**config.mk**
```make
export PLATFORM = sky130hd
export DESIGN_NAME = mbox_cmd_engine
export DESIGN_NICKNAME = d
export VERILOG_FILES = /design/src/rtl/mbox_pkg.sv /design/src/rtl/mbox_poll_ctr.sv /design/src/rtl/mbox_rsp_fmt.sv /design/src/rtl/mbox_cmd_engine.sv
export SDC_FILE = /design/constraint.sdc
export NUM_CORES = 1
export LEC_CHECK = 0
export ABC_AREA = 1
export CORE_MARGIN = 1.5
export CORE_UTILIZATION = 40
export DETAILED_ROUTE_END_ITERATION = 10
export GPL_TIMING_DRIVEN = 0
export PLACE_DENSITY = 0.85
export REMOVE_ABC_BUFFERS = 1
export SLEW_MARGIN = 20
export SYNTH_ARGS = -nofsm -noshare
export SYNTH_HDL_FRONTEND = slang
export SYNTH_SLANG_ARGS = --single-unit
```
**constraint.sdc**
```tcl
create_clock -name clk -period 2 [get_ports clk]
set_clock_uncertainty 0.1 [all_clocks]
set_input_delay 0.3 -clock clk [delete_from_list [all_inputs] [get_ports clk]]
set_output_delay 0.3 -clock clk [all_outputs]
set_load 0.005 [all_outputs]
```
**src/rtl/mbox_pkg.sv**
```systemverilog
// Package: shared state encoding and status codes for the mailbox sequencer.
// Assumes: one master, one command in flight.
package mbox_pkg;

    typedef enum logic [2:0] {
        SQ_IDLE,
        SQ_POLL_PRE,
        SQ_WR_DATA,
        SQ_WR_CMD,
        SQ_POLL_POST,
        SQ_RD_DATA,
        SQ_FINISH
    } sq_state_e;

    localparam logic STAT_OK      = 1'b0;
    localparam logic STAT_TIMEOUT = 1'b1;

endpackage

```
**src/rtl/mbox_poll_ctr.sv**
```systemverilog
// Module: counts busy readings within one ready-wait and flags the final
// allowed attempt. Assumes: clear and bump are never requested together.
module mbox_poll_ctr #(
    parameter int LIMIT = 100
) (
    input  logic clk,
    input  logic rst_n,
    input  logic clr,
    input  logic bump,
    output logic last
);
    localparam int CNT_W = $clog2(LIMIT + 1);

    logic [CNT_W-1:0] cnt;

    // Attempt counter: cleared between waits, incremented on each busy reading.
    always_ff @(posedge clk) begin
        if (!rst_n || clr) cnt <= '0;
        else if (bump)     cnt <= cnt + 1'b1;
    end

    assign last = (cnt == CNT_W'(LIMIT - 1));

    // The counter never reaches the limit: the final busy reading ends the wait.
    p_cnt_bound_r5: assert property (@(posedge clk) disable iff (!rst_n)
        cnt < CNT_W'(LIMIT));

endmodule

```
**src/rtl/mbox_rsp_fmt.sv**
```systemverilog
// Module: selects the response width from the opcode. The short-read opcode
// keeps only the low 32 bits. Assumes: raw holds the data register value.
module mbox_rsp_fmt #(
    parameter int              OP_W     = 16,
    parameter logic [OP_W-1:0] SHORT_OP = 16'h0018
) (
    input  logic [OP_W-1:0] op,
    input  logic [63:0]     raw,
    output logic [63:0]     rsp
);
    // Width selection: zero the upper half for the short opcode only.
    always_comb begin
        rsp = raw;
        if (op == SHORT_OP) rsp[63:32] = '0;
    end
endmodule

```
**src/rtl/mbox_cmd_engine.sv**
```systemverilog
// Module: mailbox command sequencer. Runs ready-wait, optional data write,
// command write, ready-wait and optional data read over a request/ack port.
// Assumes: one outstanding access; bus_rdata is valid with bus_ack.
module mbox_cmd_engine
    import mbox_pkg::*;
#(
    parameter int                ADDR_W     = 16,
    parameter int                OP_W       = 16,
    parameter logic [ADDR_W-1:0] DATA_OFS   = 16'h5810,
    parameter logic [ADDR_W-1:0] IFACE_OFS  = 16'h5818,
    parameter int                BUSY_POS   = 31,
    parameter int                POLL_LIMIT = 100,
    parameter logic [OP_W-1:0]   SHORT_OP   = 16'h0018
) (
    input  logic              clk,
    input  logic              rst_n,
    input  logic              req_valid,
    output logic              req_ready,
    input  logic              req_write,
    input  logic [OP_W-1:0]   req_op,
    input  logic [31:0]       req_wdata,
    output logic              done,
    output logic              done_status,
    output logic [63:0]       rsp_data,
    output logic              bus_req,
    output logic [ADDR_W-1:0] bus_addr,
    output logic              bus_we,
    output logic [63:0]       bus_wdata,
    input  logic              bus_ack,
    input  logic [63:0]       bus_rdata
);
    sq_state_e       state, state_nx;
    logic            wr_q;
    logic [OP_W-1:0] op_q;
    logic [31:0]     wd_q;
    logic            poll_st, busy_seen, poll_last, poll_clr, poll_bump;
    logic [63:0]     cmd_word, rsp_fmt;
    logic            accept;

    assign accept    = req_valid && req_ready;
    assign req_ready = (state == SQ_IDLE);
    assign done      = (state == SQ_FINISH);
    assign poll_st   = (state == SQ_POLL_PRE) || (state == SQ_POLL_POST);
    assign busy_seen = bus_rdata[BUSY_POS];
    assign poll_clr  = (state == SQ_IDLE) || (state == SQ_WR_CMD);
    assign poll_bump = poll_st && bus_ack && busy_seen && !poll_last;

    // Command word: busy flag plus opcode, all other bits zero.
    always_comb begin
        cmd_word = '0;
        cmd_word[BUSY_POS] = 1'b1;
        cmd_word[OP_W-1:0] = op_q;
    end

    mbox_poll_ctr #(.LIMIT(POLL_LIMIT)) u_poll (
        .clk  (clk),
        .rst_n(rst_n),
        .clr  (poll_clr),
        .bump (poll_bump),
        .last (poll_last)
    );

    mbox_rsp_fmt #(.OP_W(OP_W), .SHORT_OP(SHORT_OP)) u_fmt (
        .op (op_q),
        .raw(bus_rdata),
        .rsp(rsp_fmt)
    );

    // Bus drive: address, direction and data for the current step.
    always_comb begin
        bus_req   = 1'b0;
        bus_addr  = IFACE_OFS;
        bus_we    = 1'b0;
        bus_wdata = '0;
        unique case (state)
            SQ_POLL_PRE, SQ_POLL_POST: bus_req = 1'b1;
            SQ_WR_DATA: begin
                bus_req   = 1'b1;
                bus_addr  = DATA_OFS;
                bus_we    = 1'b1;
                bus_wdata = {32'h0, wd_q};
            end
            SQ_WR_CMD: begin
                bus_req   = 1'b1;
                bus_we    = 1'b1;
                bus_wdata = cmd_word;
            end
            SQ_RD_DATA: begin
                bus_req  = 1'b1;
                bus_addr = DATA_OFS;
            end
            default: ;
        endcase
    end

    // Next-state: advance on each acknowledged access, stop on timeout.
    always_comb begin
        state_nx = state;
        unique case (state)
            SQ_IDLE:      if (accept) state_nx = SQ_POLL_PRE;
            SQ_POLL_PRE:  if (bus_ack) begin
                              if (!busy_seen)     state_nx = wr_q ? SQ_WR_DATA : SQ_WR_CMD;
                              else if (poll_last) state_nx = SQ_FINISH;
                          end
            SQ_WR_DATA:   if (bus_ack) state_nx = SQ_WR_CMD;
            SQ_WR_CMD:    if (bus_ack) state_nx = SQ_POLL_POST;
            SQ_POLL_POST: if (bus_ack) begin
                              if (!busy_seen)     state_nx = wr_q ? SQ_FINISH : SQ_RD_DATA;
                              else if (poll_last) state_nx = SQ_FINISH;
                          end
            SQ_RD_DATA:   if (bus_ack) state_nx = SQ_FINISH;
            default:      state_nx = SQ_IDLE;
        endcase
    end

    // State register.
    always_ff @(posedge clk) begin
        if (!rst_n) state <= SQ_IDLE;
        else        state <= state_nx;
    end

    // Request capture on acceptance.
    always_ff @(posedge clk) begin
        if (!rst_n) begin
            wr_q <= 1'b0;
            op_q <= '0;
            wd_q <= '0;
        end else if (accept) begin
            wr_q <= req_write;
            op_q <= req_op;
            wd_q <= req_wdata;
        end
    end

    // Result registers: cleared on acceptance, set by timeout or data read.
    always_ff @(posedge clk) begin
        if (!rst_n || accept) begin
            done_status <= STAT_OK;
            rsp_data    <= '0;
        end else if (poll_st && bus_ack && busy_seen && poll_last) begin
            done_status <= STAT_TIMEOUT;
        end else if (state == SQ_RD_DATA && bus_ack) begin
            rsp_data <= rsp_fmt;
        end
    end

    // reset leaves the sequencer idle with the bus quiet.
    p_reset_idle_r1: assert property (@(posedge clk)
        !rst_n |=> req_ready && !done && !bus_req);

    // every interface-register write carries the busy flag.
    p_busy_flag_r2: assert property (@(posedge clk) disable iff (!rst_n)
        bus_req && bus_we && bus_addr == IFACE_OFS |-> bus_wdata[BUSY_POS]);

    // an unacknowledged request holds its address and direction.
    p_req_hold_r4: assert property (@(posedge clk) disable iff (!rst_n)
        bus_req && !bus_ack |=> bus_req && $stable(bus_addr) && $stable(bus_we));

    // a timeout returns a zero response and the bus goes quiet.
    p_timeout_quiet_r5: assert property (@(posedge clk) disable iff (!rst_n)
        done && done_status |-> rsp_data == '0 && !bus_req);

    // a short-opcode read never returns upper bits.
    p_short_zero_r6: assert property (@(posedge clk) disable iff (!rst_n)
        done && !wr_q && op_q == SHORT_OP |-> rsp_data[63:32] == '0);

    // done lasts exactly one cycle and is followed by readiness.
    p_done_pulse_r8: assert property (@(posedge clk) disable iff (!rst_n)
        done |=> !done && req_ready);

endmodule

```
Word level (Yosys, flattened, before mapping). Index checks and enable logic that the tools add are counted.

Add/subtract/negate cells: 1. Eq/ne operators: 14. Mux-type cells: 17. Bitwise gates (word level): 1. Reductions and logical operators: 18.

Operators with widths (number): $pmux W32 S2 (1); $mux W32 (1); $mux W3 (9); $pmux W3 S6 (1); $eq A16 B5 Y1 const B (1); $ne A2 B2 Y1 const B (5); $eq A3 B3 Y1 const B (3); $add A7 B1 Y7 const B (1); $eq A7 B7 Y1 const B (1); $eq A3 B2 Y1 const B (2); $logic_and A1 B1 Y1 (6); $reduce_and A6 Y1 (1); $reduce_or A5 Y1 (1); $logic_or A1 B1 Y1 (4); $mux W4 (1); $reduce_or A2 Y1 (2); $eq A3 B1 Y1 const B (1); $logic_not A3 Y1 (1); $mux W1 (3); $logic_not A1 Y1 (2); $mux W2 (1); $ne A2 B1 Y1 const B (1); $reduce_and A2 Y1 (1); $not A1 Y1 (1).

Flip-flop bits (word level): 124. Input bits: 117. Logic and storage cells: 58.

Depth between registers and ports, before layout. Gate-level depths: netlist of the first run.

Word-level depth: 7. Mapped depth: 10. Depth with buffers taken out: 9.

Modules after synthesis. From an unflattened synthesis of the first run, not the netlist that was laid out.

Cell total of the unflattened synthesis: 828. Area, all modules: 6094.6 um2.

By module, submodules not included: mbox_cmd_engine (times used 1, cells each 660, area an instance 5109.9 um2, seq. area each 2342.2 um2); mbox_rsp_fmt (times used 1, cells each 118, area an instance 641.9 um2, seq. area each 0.0 um2); mbox_poll_ctr (times used 1, cells each 50, area an instance 342.8 um2, seq. area each 140.1 um2).

Worst setup path after synthesis of the first run. OpenSTA, ideal clock, no wires.

Path kind: reg2reg. Start: register u_poll.cnt[0]. End: register u_poll.cnt[2]. Arrival time: 1.265 ns. Data required time: 1.785 ns. Path slack: 0.520 ns. Stages on the path, launching flop included: 10. Path buffers: 0. Period minus slack after synthesis: 1.480 ns. Cell sequence: dfxtp_1 -> ha_1 -> nand2_1 -> inv_1 -> nand3_1 -> inv_1 -> nor2_2 -> nand3_1 -> nand2_1 -> nor2_1.

Cells in the longest elaborated chain, start to end: 3. Elaborated cells on any way between the ends: 4. Classes of those cells: 1 x add/sub; 1 x eq/ne; 2 x reduce/logical.

Ends and longest elaborated chain: from (decl) (line mbox_poll_ctr.sv:14) `logic [CNT_W-1:0] cnt;`; from (signal assigned) (line mbox_poll_ctr.sv:19) `else if (bump) cnt <= cnt + 1'b1;`; branches (longest 3 deep; another with $add A7 B1 Y7).

Several ways; the timed one is not identified. A chain may end at the register's enable or synchronous reset.

Final worst setup path of the first run.
Start: register state[0]. End: output port bus_addr[3].

Cells in the longest elaborated chain, start to end: 3. Elaborated cells on any way between the ends: 4. Classes of those cells: 2 x eq/ne; 1 x mux; 1 x reduce/logical.

Ends and longest elaborated chain: from (decl) (line mbox_cmd_engine.sv:32) `sq_state_e state, state_nx;`; from (signal assigned) (line mbox_cmd_engine.sv:119) `else state <= state_nx;`; $eq A3 B3 Y1 / $eq A3 B2 Y1 (equally long branches) (line mbox_cmd_engine.sv:75) `unique case (state)`; $reduce_or A2 Y1 (no line) (*); $mux W4 (*) (line mbox_cmd_engine.sv:75); to (decl) (line mbox_cmd_engine.sv:26) `output logic [ADDR_W-1:0] bus_addr,`.

Mark *: on every way between the ends. The rest lies on a longest branch, timed or not.

==> flow_summary.json, run 1 <==
{
  "final_util_pct": 67.2,
  "num_rows": 41,
  "drt-wirelength-per-cell_microns": 16.5,
  "num_vias": 5616,
  "async_reset_ff_share_pct": 0,
  "min_period_over_period_pct": 104,
  "synth_area_leaders": "dfxtp_1, a21oi_1, nand2_1",
  "synth.ff_latch_count": 124,
  "synth_ff_type": "dfxtp_1",
  "root_buffer": "clkbuf_16",
  "ys_types": 28,
  "worstSetupStartpointType": "flip-flop",
  "tightest_slew_ns": 0.691,
  "postCtsHoldBufs": 0,
  "worstPathCellList": "clkinvlp_4, buf_12, nand3_4, buf_6, buf_6, o21a_1, buf_2",
  "drt-pass1-iter-count": 4,
  "area_delta_synth_final_pct": 62.0,
  "antennaDiodeCount": 0,
  "clock.fmax_mhz": 480,
  "layout-drive-gt1-share_pct": 15.5,
  "cp.required_ns": 1.60,
  "hold_path_depth": 3,
  "die_x_microns": 118,
  "antenna_found_initial": 0,
  "slew_headroom_pct": 53.7,
  "syn_inst": 695,
  "cp-end-kind": "output port",
  "holdWs_ns": 0.337,
  "cts_tree": "yes",
  "ant_nets": 0,
  "dp.cells": 1041,
  "clk_latency_ns": 0.42,
  "critPathMaxStageDelay_ns": 0.37,
  "clk_pin_slew_ns": 0.05,
  "vias_per_cell": 4.98,
  "powerDensity_nw_per_um2": 837,
  "numCtsBuffers": 17,
  "final_cells": 1128,
  "yosys_warnings": 0,
  "ys_top_cells_by_count": "nand2_1, a21oi_1, dfxtp_1",
  "syn_avg_cell_area_sq_um": 7.59,
  "netlist_area_sq_um": 5280,
  "io_pins": 266,
  "die-area_sq_um": 13900,
  "final.min_clock_period_ns": 2.08,
  "grt.overflow.total": 0,
  "grt_pass1_wl_microns": 28200,
  "grt_max_degree": 52,
  "critPathSlowestCell": "dfxtp_4",
  "setup_viol": 5,
  "arrival_ns": 1.68,
  "status": "finished with violations",
  "rsz0062_at_grt": "true",
  "wirelength_microns": 18600,
  "synth_edf_count": 0,
  "cap_violations": 0,
  "reg2regPathDepth": 11,
  "initial_core_util_pct": 41.5,
  "setup_slack_ns": -0.0818,
  "die_h_microns": 118,
  "drt_iter0_markers": 308,
  "synth-seq-area-share_pct": 47.1,
  "fin_nets": 1063,
  "drcViolationCount": 0,
  "finalMaxSlewViolations": 0,
  "hold_viol_final": 0,
  "synth.largest_area_cell": "dfxtp_1",
  "place_congestion": 0.826,
  "grt_pass1_vias": 5440,
  "yosysMostFrequentCell": "nand2_1",
  "cpMostUsedCell": "buf_6",
  "coreArea_sq_um": 12700,
  "ir_drop_uv": 654,
  "p_total_mw": 7.15,
  "failed_checks": "setup timing",
  "crit_type": "flip-flop to output port",
  "yosys.area.top_type_share_pct": 47.1,
  "track_usage_pct": 25.8,
  "port_buffers": 218,
  "cts.htree.levels": 4,
  "hold_class": "input port to flip-flop",
  "clkSinkCount": 124,
  "leakage_nw": 3.33,
  "clock_path_buffers": 2,
  "crit_fanout": 5,
  "dpl.hpwl_microns": 9930,
  "place_ws_ns": -1.33
}
-- power by group --
part	switching, mW	internal [mW]	total [mW]
registers	0.0611	2.64	2.70
clock network	1.06	1.95	3.01
logic	0.800	0.644	1.44
total	1.92	5.23	7.15
-- routing by layer --
metal,track usage (%),wire (microns)
met5,0,0
met4,10.7,464
met3,8.09,1470
met2,44.6,9500
met1,29.2,7220
-- sequential cells by signal, indices dropped and copies added, names as in the netlist --
name and count:
done_status 1, u_poll.cnt 7, op_q 16, state 3, wr_q 1, rsp_data 64, wd_q 32
-- placed cells by master (no fill, tap or decap), drive strengths merged, types with 9 or more instances in the layout --
| cell | instances |
|---|---|
| o22ai | 16 |
| clkdlybuf4s50 | 180 |
| buf | 65 |
| nand2 | 133 |
| conb | 47 |
| inv | 67 |
| nor2 | 29 |
| nand3 | 37 |
| dlygate4sd2 | 9 |
| clkbuf | 28 |
| a21oi | 124 |
| o21ai | 69 |
| dfxtp | 124 |
-- critical path: cells and delay by family, from the launching register on --
kind            cells  cell delay (ns)
buf+inv             5             0.67
simple gates        1             0.08
flops               1             0.37
compound gates      1             0.15
-- worst paths after layout --
check,start,end,slack (ns)
max,state[0],bus_addr[3],-0.08
min,bus_rdata[43],rsp_data[43],0.34
max reg2reg,state[0],state[1],0.05
min reg2reg,wd_q[18],wd_q[18],0.35
-- per-stage QoR --
step	TNS, ns	cell area [sq um]
global route	-1.12	8550
global placement	-157.74	7260
CTS	-0.796	8420
finish	-0.141	8550
floorplan	-25.24	4870
detailed placement	-95.60	7300
-- cells by family after synthesis --
kind of cell,Yosys count,synth area share [%]
DFF,124,47.1
other,2,0.142
xor gates and xnor gates,3,0.498
and+or+nand+nor,196,15.7
AOI/OAI and AO/OA,212,20.6
adders and majority gates,1,0.237
buffers and inverters,157,15.7
-- repair_timing --
action | 4_1_cts | 5_1_grt
endpoints found under the setup margin | 105 | 93
pin swaps | 9 | 3
setup buffers | 39 | 6
gates cloned | 10 | 3
gates resized for setup | 149 | 29
-- cell type report --
class | instances | area (sq um)
Multi-Input combinational cell | 470 | 2420
Inverter | 67 | 289
Sequential cell | 124 | 2490
Timing Repair Buffer | 263 | 2520
Clock buffer | 24 | 492
Clock inverter | 6 | 86.3
Timing Repair inverter | 2 | 22.5
Fill cell | 1011 | 4170
Tap cell | 172 | 215
Note: power is estimated with default switching activity, not from simulation.
==> run 2: changes to the inputs <==
- CTS_CLUSTER_SIZE: not set -> 12
==> results of run 2 <==
Same layout as run 1: the final DEF is identical, and so are final timing and power.
==> run 3: changes to the inputs <==
- CORE_AREA: not set -> 2 2 104 106
- CORE_MARGIN: 1.5 -> not set
- CORE_UTILIZATION: 40 -> not set
- DIE_AREA: not set -> 0 0 106 108
- DONT_BUFFER_PORTS: not set -> 1
- PLACE_DENSITY: 0.85 -> 0.71
==> flow_summary.json, run 3 (same netlist as run 1, synthesis figures left out) <==
{
  "status": "finished with violations",
  "failed_checks": "setup timing",
  "worstSetupStartpointType": "flip-flop",
  "clk_pin_slew_ns": 0.06,
  "num_vias": 5239,
  "cts.htree.levels": 4,
  "clock.fmax_mhz": 496,
  "dp.cells": 786,
  "grt_pass1_wl_microns": 26000,
  "cp.required_ns": 1.60,
  "powerDensity_nw_per_um2": 955,
  "final.min_clock_period_ns": 2.02,
  "cp-end-kind": "output port",
  "antennaDiodeCount": 0,
  "largest-register": "rsp_data",
  "crit_fanout": 9,
  "num_rows": 37,
  "hold_path_depth": 3,
  "finalMaxSlewViolations": 0,
  "ir_drop_uv": 635,
  "drcViolationCount": 0,
  "grt_max_degree": 79,
  "final_cells": 950,
  "rsz0062_at_grt": "true",
  "root_buffer": "clkbuf_8",
  "ant_nets": 0,
  "nFillCells": 693,
  "tightest_slew_ns": 0.607,
  "drt-pass1-iter-count": 8,
  "dpl.hpwl_microns": 8390,
  "startpoint": "state[0]",
  "initial_core_util_pct": 51.6,
  "slew_headroom_pct": 59.4,
  "wirelength_microns": 17800,
  "drt_iter0_markers": 478,
  "cap_violations": 0,
  "min_period_over_period_pct": 101,
  "clk_latency_ns": 0.52,
  "fin_nets": 920,
  "grt_pass1_vias": 5070,
  "top_regs": "rsp_data x64, wd_q x32, op_q x16",
  "reg2regPathDepth": 9,
  "setup_viol": 2,
  "vias_per_cell": 5.51,
  "die_h_microns": 108,
  "numCtsBuffers": 17,
  "die-area_sq_um": 11400,
  "setup_tns_ns": -0.0247,
  "seqCellArea_sq_um": 2490,
  "clock_path_buffers": 2,
  "crit_type": "flip-flop to output port",
  "antenna_found_initial": 0,
  "place_congestion": 0.848,
  "layout-drive-gt1-share_pct": 9.21,
  "hold_viol_final": 0,
  "coreArea_sq_um": 10200,
  "die_x_microns": 106,
  "port_buffers": 0,
  "area_delta_synth_final_pct": 35.0,
  "track_usage_pct": 29.6,
  "leakage_nw": 2.68,
  "multi_input_area_sq_um": 2370,
  "cts_tree": "yes",
  "final_cell_mix": "nand2_1, a21oi_1, dfxtp_1",
  "hold_class": "input port to flip-flop",
  "io_pins": 266,
  "regToRegSetupSlack_ns": 0.12,
  "setup_slack_ns": -0.0179,
  "min_from": "rst_n",
  "arrival_ns": 1.62,
  "grt.overflow.total": 0,
  "drt-wirelength-per-cell_microns": 18.8,
  "clkSinkCount": 124,
  "largest_reg_flops": 64,
  "timing.rr.start": "state[0]"
}
-- run 3: cell types whose count changed in the layout (fill, tap and decap cells not counted), moves of 3 or more --
cell / before / now
buf_12: 4 / 1
buf_2: 20 / 0
buf_4: 25 / 6
buf_6: 13 / 0
clkbuf_2: 4 / 0
clkbuf_8: 4 / 1
clkdlybuf4s15_1: 3 / 0
clkdlybuf4s50_1: 180 / 0
clkinvlp_4: 2 / 6
dlygate4sd2_1: 9 / 0
dlygate4sd3_1: 0 / 116
nor2_1: 19 / 27
nor2_2: 7 / 1
-- run 3: layout make-up --
cell class	instances	area share (%)
Timing Repair Buffer	123	17.2
Multi-Input combinational cell	468	33.3
Tap cell	136	2.39
Inverter	67	4.02
Timing Repair inverter	1	0.105
Clock inverter	12	2.09
Sequential cell	124	35.0
Clock buffer	19	5.92
-- run 3: report_power, final --
group          total (mW)  switching [mW]  internal [mW]
combinational        1.08           0.697          0.384
sequential           2.71          0.0759           2.64
clock                3.00            1.12           1.88
-- run 3: path summary, 6_finish.rpt --
| kind | end |
|---|---|
| min reg2reg | wd_q[23] |
| max reg2reg | rsp_data[37] |
| max | bus_wdata[5] |
| min | state[0] |
-- run 3: timing repair --
action	in CTS	in global routing
hold endpoints to repair	121	0
hold buffers	117	0
gates resized for setup	28	8
gates cloned	8	2
pin swaps	4	3
setup endpoints to repair	101	69
buffers inserted	6	0
-- run 3: through the flow --
step                      hold WS [ns]  util, %  setup slack [ns]  power [mW]  area, sq um
after floorplan                  0.324        -            -0.421        3.22         4870
final                           0.0213     69.6           -0.0179        6.80         7120
after global placement           0.337     49.2             -1.13        3.34         5040
after detailed placement         0.342     49.3             -1.25        3.37         5040
after global routing            0.0195     69.6           -0.0415        7.04         7120
after CTS                      0.00468     68.9            0.0193        6.72         7050
-- run 3: critical path: stages (launching register included) --
cell and delay [ns]:
dfxtp_4 0.36, clkinvlp_4 0.14, buf_4 0.15, nand3_4 0.17, o22ai_1 0.26
-- run 3: routing by layer --
metal	share of wire (%)	routed length, microns	vias up	track usage (%)
li1	-	-	2417	-
met3	11	1970	60	10.1
met2	48	8590	390	51.3
met1	37	6590	2372	31.7
met4	3.9	691	0	16.8
met5	0	0	-	0
